<file path="config.mk">
export PLATFORM = sky130hd
export DESIGN_NAME = ksq_round_seq
export DESIGN_NICKNAME = d
export VERILOG_FILES = /design/src/rtl/ksq_pkg.sv /design/src/rtl/ksq_cycle_ctr.sv /design/src/rtl/ksq_round_ctr.sv /design/src/rtl/ksq_order_reg.sv /design/src/rtl/ksq_phase_dec.sv /design/src/rtl/ksq_round_seq.sv
export SDC_FILE = /design/constraint.sdc
export NUM_CORES = 1
export LEC_CHECK = 0
export BUFFER_PORTS_ARGS = -buffer_cell sky130_fd_sc_hd__buf_2
export CAP_MARGIN = 15
export CORE_AREA = 4 4 41 43
export CTS_CLUSTER_SIZE = 16
export DETAILED_ROUTE_END_ITERATION = 12
export DIE_AREA = 0 0 45 47
export PLACE_DENSITY = 0.63
export SETUP_SLACK_MARGIN = 0.05
export SYNTH_ARGS = -nofsm -noshare
export SYNTH_HDL_FRONTEND = slang
export SYNTH_SLANG_ARGS = --single-unit
</file>
<file path="constraint.sdc">
create_clock -name clk_i -period 1.6 [get_ports clk_i]
set_input_delay 0.24 -clock clk_i [delete_from_list [all_inputs] [get_ports clk_i]]
set_output_delay 0.24 -clock clk_i [all_outputs]
set_load 0.01 [all_outputs]
</file>
<file path="src/rtl/ksq_pkg.sv">
package ksq_pkg;
  typedef enum logic {SEQ_IDLE = 1'b0, SEQ_RUN = 1'b1} seq_state_e;

  localparam int CYC_W = 2;

  function automatic int round_count(input int state_w);
    return 12 + 2 * $clog2(state_w / 25);
  endfunction
endpackage

</file>
<file path="src/rtl/ksq_cycle_ctr.sv">
module ksq_cycle_ctr
  import ksq_pkg::*;
#(
  parameter bit MASKED = 1'b1
) (
  input  logic             clk_i,
  input  logic             rst_ni,
  input  logic             load_i,
  input  logic             run_i,
  output logic [CYC_W-1:0] cyc_o,
  output logic             wrap_o
);
  logic [CYC_W-1:0] cyc_q, cyc_nxt;

  if (MASKED) begin : g_four_step
    assign cyc_nxt = cyc_q + 1'b1;
    assign wrap_o  = (cyc_q == '1);
  end else begin : g_one_step
    assign cyc_nxt = '0;
    assign wrap_o  = 1'b1;
  end

  always_ff @(posedge clk_i or negedge rst_ni) begin
    if (!rst_ni)      cyc_q <= '0;
    else if (load_i)  cyc_q <= '0;
    else if (run_i)   cyc_q <= cyc_nxt;
  end

  assign cyc_o = cyc_q;
endmodule

</file>
<file path="src/rtl/ksq_round_ctr.sv">
module ksq_round_ctr #(
  parameter int NUM_RND = 24,
  parameter int RND_W   = $clog2(NUM_RND + 1)
) (
  input  logic             clk_i,
  input  logic             rst_ni,
  input  logic             load_i,
  input  logic             step_i,
  output logic [RND_W-1:0] rnd_o,
  output logic             last_o
);
  localparam logic [RND_W-1:0] LastIdx = RND_W'(NUM_RND - 1);

  logic [RND_W-1:0] rnd_q;

  assign last_o = (rnd_q == LastIdx);

  always_ff @(posedge clk_i or negedge rst_ni) begin
    if (!rst_ni)      rnd_q <= '0;
    else if (load_i)  rnd_q <= '0;
    else if (step_i)  rnd_q <= last_o ? '0 : rnd_q + 1'b1;
  end

  assign rnd_o = rnd_q;
endmodule

</file>
<file path="src/rtl/ksq_order_reg.sv">
module ksq_order_reg (
  input  logic clk_i,
  input  logic rst_ni,
  input  logic capture_i,
  input  logic aux_i,
  output logic order_o
);
  logic order_q;

  always_ff @(posedge clk_i or negedge rst_ni) begin
    if (!rst_ni)         order_q <= 1'b0;
    else if (capture_i)  order_q <= aux_i;
  end

  assign order_o = order_q;
endmodule

</file>
<file path="src/rtl/ksq_phase_dec.sv">
module ksq_phase_dec
  import ksq_pkg::*;
(
  input  logic             busy_i,
  input  logic [CYC_W-1:0] cyc_i,
  output logic             phase_sel_o,
  output logic             rand_req_o,
  output logic             state_we_o
);
  // cycle 0: linear steps; 1: first half chi; 2: 2nd half chi + 1st out; 3: 2nd out
  always_comb begin
    phase_sel_o = busy_i && (cyc_i != 2'd0);
    rand_req_o  = busy_i && ((cyc_i == 2'd1) || (cyc_i == 2'd2));
    state_we_o  = busy_i && (cyc_i != 2'd1);
  end
endmodule

</file>
<file path="src/rtl/ksq_round_seq.sv">
module ksq_round_seq
  import ksq_pkg::*;
#(
  parameter int STATE_W = 1600,
  parameter bit MASKED  = 1'b1,
  localparam int NUM_RND = 12 + 2 * $clog2(STATE_W / 25),
  localparam int RND_W   = $clog2(NUM_RND + 1)
) (
  input  logic             clk_i,
  input  logic             rst_ni,
  input  logic             start_i,
  input  logic             rand_aux_i,
  output logic [RND_W-1:0] rnd_o,
  output logic [1:0]       cycle_o,
  output logic             phase_sel_o,
  output logic             rand_req_o,
  output logic             state_we_o,
  output logic             low_first_o,
  output logic             busy_o,
  output logic             done_o
);
  seq_state_e state_q, state_d;
  logic       done_q;
  logic       start_acc, cyc_wrap, rnd_last, finish;
  logic       busy;

  assign busy      = (state_q == SEQ_RUN);
  assign start_acc = !busy && start_i;
  assign finish    = busy && cyc_wrap && rnd_last;

  always_comb begin
    state_d = state_q;
    if (start_acc)   state_d = SEQ_RUN;
    else if (finish) state_d = SEQ_IDLE;
  end

  always_ff @(posedge clk_i or negedge rst_ni) begin
    if (!rst_ni) begin
      state_q <= SEQ_IDLE;
      done_q  <= 1'b0;
    end else begin
      state_q <= state_d;
      done_q  <= finish;
    end
  end

  ksq_cycle_ctr #(.MASKED(MASKED)) u_cyc (
    .clk_i  (clk_i),
    .rst_ni (rst_ni),
    .load_i (start_acc),
    .run_i  (busy),
    .cyc_o  (cycle_o),
    .wrap_o (cyc_wrap)
  );

  ksq_round_ctr #(.NUM_RND(NUM_RND), .RND_W(RND_W)) u_rnd (
    .clk_i  (clk_i),
    .rst_ni (rst_ni),
    .load_i (start_acc),
    .step_i (busy && cyc_wrap),
    .rnd_o  (rnd_o),
    .last_o (rnd_last)
  );

  ksq_phase_dec u_dec (
    .busy_i      (busy),
    .cyc_i       (cycle_o),
    .phase_sel_o (phase_sel_o),
    .rand_req_o  (rand_req_o),
    .state_we_o  (state_we_o)
  );

  ksq_order_reg u_ord (
    .clk_i     (clk_i),
    .rst_ni    (rst_ni),
    .capture_i (!phase_sel_o),
    .aux_i     (rand_aux_i),
    .order_o   (low_first_o)
  );

  assign busy_o = busy;
  assign done_o = done_q;
endmodule

</file>
### Yosys cells after proc, flatten, opt, wreduce, memory -nomap -nowiden

Index checks and enable logic that the tools add are counted.
W data, S select, Z words.

| operators by class | value |
|---|---|
| equality and inequality tests | 5 |
| mux-type cells | 7 |
| $add $sub $neg | 2 |
| reduce and logical (&&, ||, !) cells | 12 |

Operators by type and width:

| kind | count |
|---|---|
| $mux W5 | 3 |
| $reduce_bool A2 Y1 | 4 |
| $logic_and A1 B1 Y1 | 6 |
| $add A5 B1 Y5 const B | 1 |
| $eq A5 B5 Y1 const B | 1 |
| $eq A2 B2 Y1 const B | 2 |
| $mux W2 | 2 |
| $add A2 B1 Y2 const B | 1 |
| $eq A2 B1 Y1 const B | 1 |
| $mux W1 | 2 |
| $ne A2 B1 Y1 const B | 1 |
| $logic_not A1 Y1 | 1 |
| $logic_or A1 B1 Y1 | 1 |

| word-level totals | value |
|---|---|
| logic and storage cells | 31 |
| flip-flop bits (word level) | 10 |

### Depth between registers and ports, before layout

| logic depth | value |
|---|---|
| depth in word-level cells | 5 |
| mapped depth | 4 |
| mapped depth without buffers | 4 |

### Modules after synthesis

A second synthesis with hierarchy kept.

| unflattened totals | value |
|---|---|
| cell total of the unflattened synthesis | 47 |
| area, all modules | 539.3 µm² |

Modules (own cells, without submodules):

| module | area each (µm²) | cells each | instances |
|---|---|---|---|
| ksq_round_ctr | 262.8 | 23 | 1 |
| ksq_round_seq | 91.3 | 8 | 1 |
| ksq_cycle_ctr | 88.8 | 7 | 1 |
| ksq_phase_dec | 56.3 | 7 | 1 |
| ksq_order_reg | 40.0 | 2 | 1 |

### Worst setup path after synthesis

OpenSTA, ideal clock, no wires.

| timing path | value |
|---|---|
| kind | register to register |
| start point | register u_cyc.cyc_q[0] (netlist: u_cyc.cyc_o[0]) |
| end point | register u_rnd.rnd_q[3] (netlist: u_rnd.rnd_o[3]) |
| data arrival time | 1.330 ns |
| slack | 0.202 ns |
| period minus slack after synthesis | 1.398 ns |
| required time | 1.531 ns |
| path buffers | 0 |
| stages on the path, launching flop included | 5 |
| cells stage by stage | dfrtp_1 ha_1 nand2_2 or4b_1 nand3_1 |

| between the ends | value |
|---|---|
| cells in the longest elaborated chain, start to end | 3 |

Ends and longest elaborated chain:

| element | RTL line | RTL |
|---|---|---|
| from (decl) | ksq_cycle_ctr.sv:13 | `logic [CYC_W-1:0] cyc_q, cyc_nxt;` |
| from (signal assigned) | ksq_cycle_ctr.sv:26 | `else if (run_i) cyc_q <= cyc_nxt;` |
| $eq A2 B2 Y1 | ksq_cycle_ctr.sv:17 | `assign wrap_o = (cyc_q == '1);` |
| $logic_and A1 B1 Y1 | ksq_round_seq.sv:60 | `.step_i (busy && cyc_wrap),` |
| $reduce_bool A2 Y1 (no source line) | -- |  |
| to (signal assigned) | ksq_round_ctr.sv:21 | `else if (step_i) rnd_q <= last_o ? '0 : rnd_q + 1'b1;` |
| to (decl) | ksq_round_ctr.sv:14 | `logic [RND_W-1:0] rnd_q;` |

Every way passes these cells.
A chain may end at the register's enable or synchronous reset.

### Final worst setup path

| timing path | value |
|---|---|
| start point | register u_cyc.cyc_q[1] (netlist: u_cyc.cyc_o[1]) |
| end point | output rand_req_o |

| between the ends | value |
|---|---|
| cells in the longest elaborated chain, start to end | 3 |

Ends and longest elaborated chain:

| element | RTL line | RTL |
|---|---|---|
| $eq A2 B1 Y1 / $eq A2 B2 Y1 (equally long branches) | ksq_phase_dec.sv:13 | `rand_req_o = busy_i && ((cyc_i == 2'd1) \|\| (cyc_i == 2'd2));` |
| $logic_or A1 B1 Y1 (*) | ksq_phase_dec.sv:13 |  |
| $logic_and A1 B1 Y1 (*) | ksq_phase_dec.sv:13 |  |
| to (decl) | ksq_round_seq.sv:16 | `output logic rand_req_o,` |

Every way passes the cells marked *; elsewhere a longest branch is shown, timed or not.

==> summary.md <==
| Metric | Value |
|---|---|
| Status | finished clean |
| FF-to-FF path depth | 5 |
| Reg-to-Reg End | u_rnd.rnd_o[3] |
| Worst min-delay path class | input pin to register |
| Synth Area in XOR/XNOR | 0 |
| CTS tree | yes |
| Initial Util | 0.3856 |
| Sw Ratio | 0.4095 |
| H-tree Lvls | 1 |
| WP data arrival | between 1 and 1.5 ns |
| Pwr dens | about 2000 nW/um^2 |
| Number of enable flip-flop cells after synthesis | 0 |
| Simple-gate area share of the yosys netlist | 0.2045 |
| Top Ports | 17 |
| Setup TNS | 0 ns |
| Vias in the first global route | 367 |
| Hold path cells | 2 |
| Gate Count Post-Synth | 49 |
| Half-perimeter wire length after placement | 747.2 um |
| Vias per cell | 5.094 |
| Max Freq | 0.6644 GHz |
| Synth cell types | 20 |
| Total track usage | 0.1064 |
| Worst R2R Start | u_cyc.cyc_o[0] |
| CP startpoint kind | register |
| Critical path type | register to output port |
| Post-place setup slack | 0.1856 ns |
| WP data required | around 1.4 ns |
| Placed insts | 79 |
| Fin cells | 85 |
| Number of clock sinks | 10 |
| Power Internal | 764.0 uW |
| Global-route wire length before repair | between 1 and 1.5 mm |
| Post-synth top area cell | dfrtp_1 |
| Synth Area per Inst | between 10 and 15 um^2 |
| NetSw | 529.9 uW |
| Main synth FF type | dfrtp_1 |
| DRC | 0 |
| Routed Antenna Nets | 0 |
| Share of cells above drive strength 1 | 0.3714 |
| Die Y | 47 um |
| Max_slew headroom | 0.7435 |
| Unrepaired setup endpoints after global routing | no |
| Total nets after synthesis | 57 |
| Post-synth top area share | 0.4988 |
| Ys Warns | 0 |
| Sequential power share | 0.356 |
| Async set or reset register ratio after synthesis | 1.000 |
| Fin crit share | 0.9407 |
| Final Hold Violating Endpoints | 0 |
| Hold_sp | rand_aux_i |
| Drt first pass iters | 4 |
| Setup WS post-layout | between 0.09 and 0.1 ns |
| CTS clk-pin slew, worst paths | 0.06 ns |
| Clk root buf | clkbuf_4 |
| Die width | 45 um |
| Post-route core utilization | 0.4962 |
| N_diodes | 0 |
| Top-count cell post-synth | dfrtp_1 |
| Flop2flop setup slack | 0.13 ns |
| GRT Residual Overflow | 0 |
| Drt wl/cell | 12.53 um |
| Post-synthesis register bit count | 10 |
| Clock power share | 0.134 |
| Antenna violations before repair | 0 |
| Nets | 80 |
| Largest family of logic cells by synthesized area | simple AND/OR/NAND/NOR gates |
| Routed via count | 433 |
| Crit end category | output port |
| Final Max Tran Viols | 0 |
| Multiplexer share of the synthesized area | 0.06484 |
| DRT Wirelength | 1.065 mm |
| CP max FO | 4 |
| Leakage | 0.0003336 uW |
| Clock Path Buffers | 2 |
| Syn Std Cell Area | 501.7 um^2 |
| Worst hold slack | just over 0.2 ns |
| Peak supply drop | 0.0008114 V |
| Area grow syn2layout | 28.68% |
| Adder-Cell Fraction of Synth Area | 0.09975 |
| Num rows | 13 |
| Synth area leaders | dfrtp_1 (50%), ha_1 (10%), nand3_1 (6.0%) |
| Core area | around 1300 um^2 |
| Max-cap viol count | 0 |
| DIE AREA | 2115 um^2 |
| Largest net degree at the start of global routing | 14 |
| Placer congestion estimate | 0.8490 |
| Hold Path End | u_ord.order_o |
| Least-Margin Pin Slew | 0.3848 ns |
| Final Critical Period | roughly 1.5 ns |
| Initial DRC count | 7 |
| Layout Skew | 0.001519 ns |
| Port buffer count | 16 |
| Synth Area in Compound Gates | 0.09227 |
| Cts bufs inserted | 3 |
| Comb power frac | 0.510 |
| Clock latency on the worst-skew pair | between 0.2 and 0.3 ns |
| # setup viols final | 0 |
| Synth cell count leaders | dfrtp_1 (10), nand3_1 (6), ha_1 (4), inv_1 (4), o21ai_0 (4) |
| Register area share after synthesis | 0.4988 |
state kept, by name (all words and copies together), names as in the netlist:
name and count:
busy_o 1, done_o 1, u_cyc.cyc_o 2, u_ord.order_o 1, u_rnd.rnd_o 5
worst max-delay path: stages (launching register included):
cell,delay [ns]
dfrtp_1,0.40
inv_2,0.06
ha_1,0.26
and2_4,0.14
buf_2,0.14
worst max path at each step:
stage              startpoint        endpoint  slack (ns)  cells past startpoint
6_report       u_cyc.cyc_o[1]      rand_req_o        0.09                      4
5_1_grt        u_cyc.cyc_o[1]      rand_req_o        0.04                      4
4_1_cts        u_cyc.cyc_o[1]      rand_req_o        0.09                      4
3_5_place_dp   u_cyc.cyc_o[0]  u_rnd.rnd_o[3]        0.19                      4
3_3_place_gp   u_cyc.cyc_o[0]  u_rnd.rnd_o[3]        0.23                      4
2_1_floorplan  u_cyc.cyc_o[0]  u_rnd.rnd_o[3]        0.20                      4
area by class of cell:
cell class,count,area [um^2]
clock buffers,3,22.52
flip-flops and latches,10,250.2
fillers,136,655.6
multi-input cells,34,234.0
inverters,4,15.01
well taps,15,18.77
repair buffers,19,105.1
cells by family after synthesis:
| kind of cell | after synthesis |
|---|---|
| adders and majority gates | 4 |
| buffers and inverters | 5 |
| and+or+nand+nor | 19 |
| muxes | 3 |
| AOI/OAI and AO/OA | 8 |
| DFF | 10 |
routing by layer:
layer / part of all wire / GRT usage / routed length (um) / vias to the layer above
met4: 0.034 / 0.1053 / 36 / 0
met3: 0.065 / 0.04215 / 69 / 6
met5: 0 / 0 / 0 / -
li1: - / - / - / 211
met2: 0.47 / 0.1638 / 501 / 16
met1: 0.43 / 0.1085 / 457 / 200
layout by cell type, fill, tap and decap left out, types with 2 or more instances in the layout:
cell and count:
inv_1 3, nand2_1 3, dfrtp_1 10, buf_2 16, clkbuf_4 3, nor2b_1 2
ha_1 4, mux2_2 2, nor2_1 3, nand3_1 6, o21ai_0 4, buf_4 2
per-stage QoR:
stage	total power, uW	instance area (um^2)
final	1294	645.6
after global routing	1396	645.6
after CTS	1263	643.1
after detailed placement	1050	595.6
after global placement	1032	595.6
after floorplan	819.5	501.7
power groups by stage:
stage	logic, uW	registers [uW]	clock network, uW
global placement	568	465	0
CTS	629	458	176
floorplan	317	502	0
global route	729	477	190
finish	660	461	173
detailed placement	581	470	0
what timing repair did:
action,CTS,global route
endpoints found under the setup margin,1,1
hold endpoints to repair,10,0
setup buffers,2,0
gates resized for setup,0,2
hold buffers,1,0
Power figures use the tool's default switching activity.
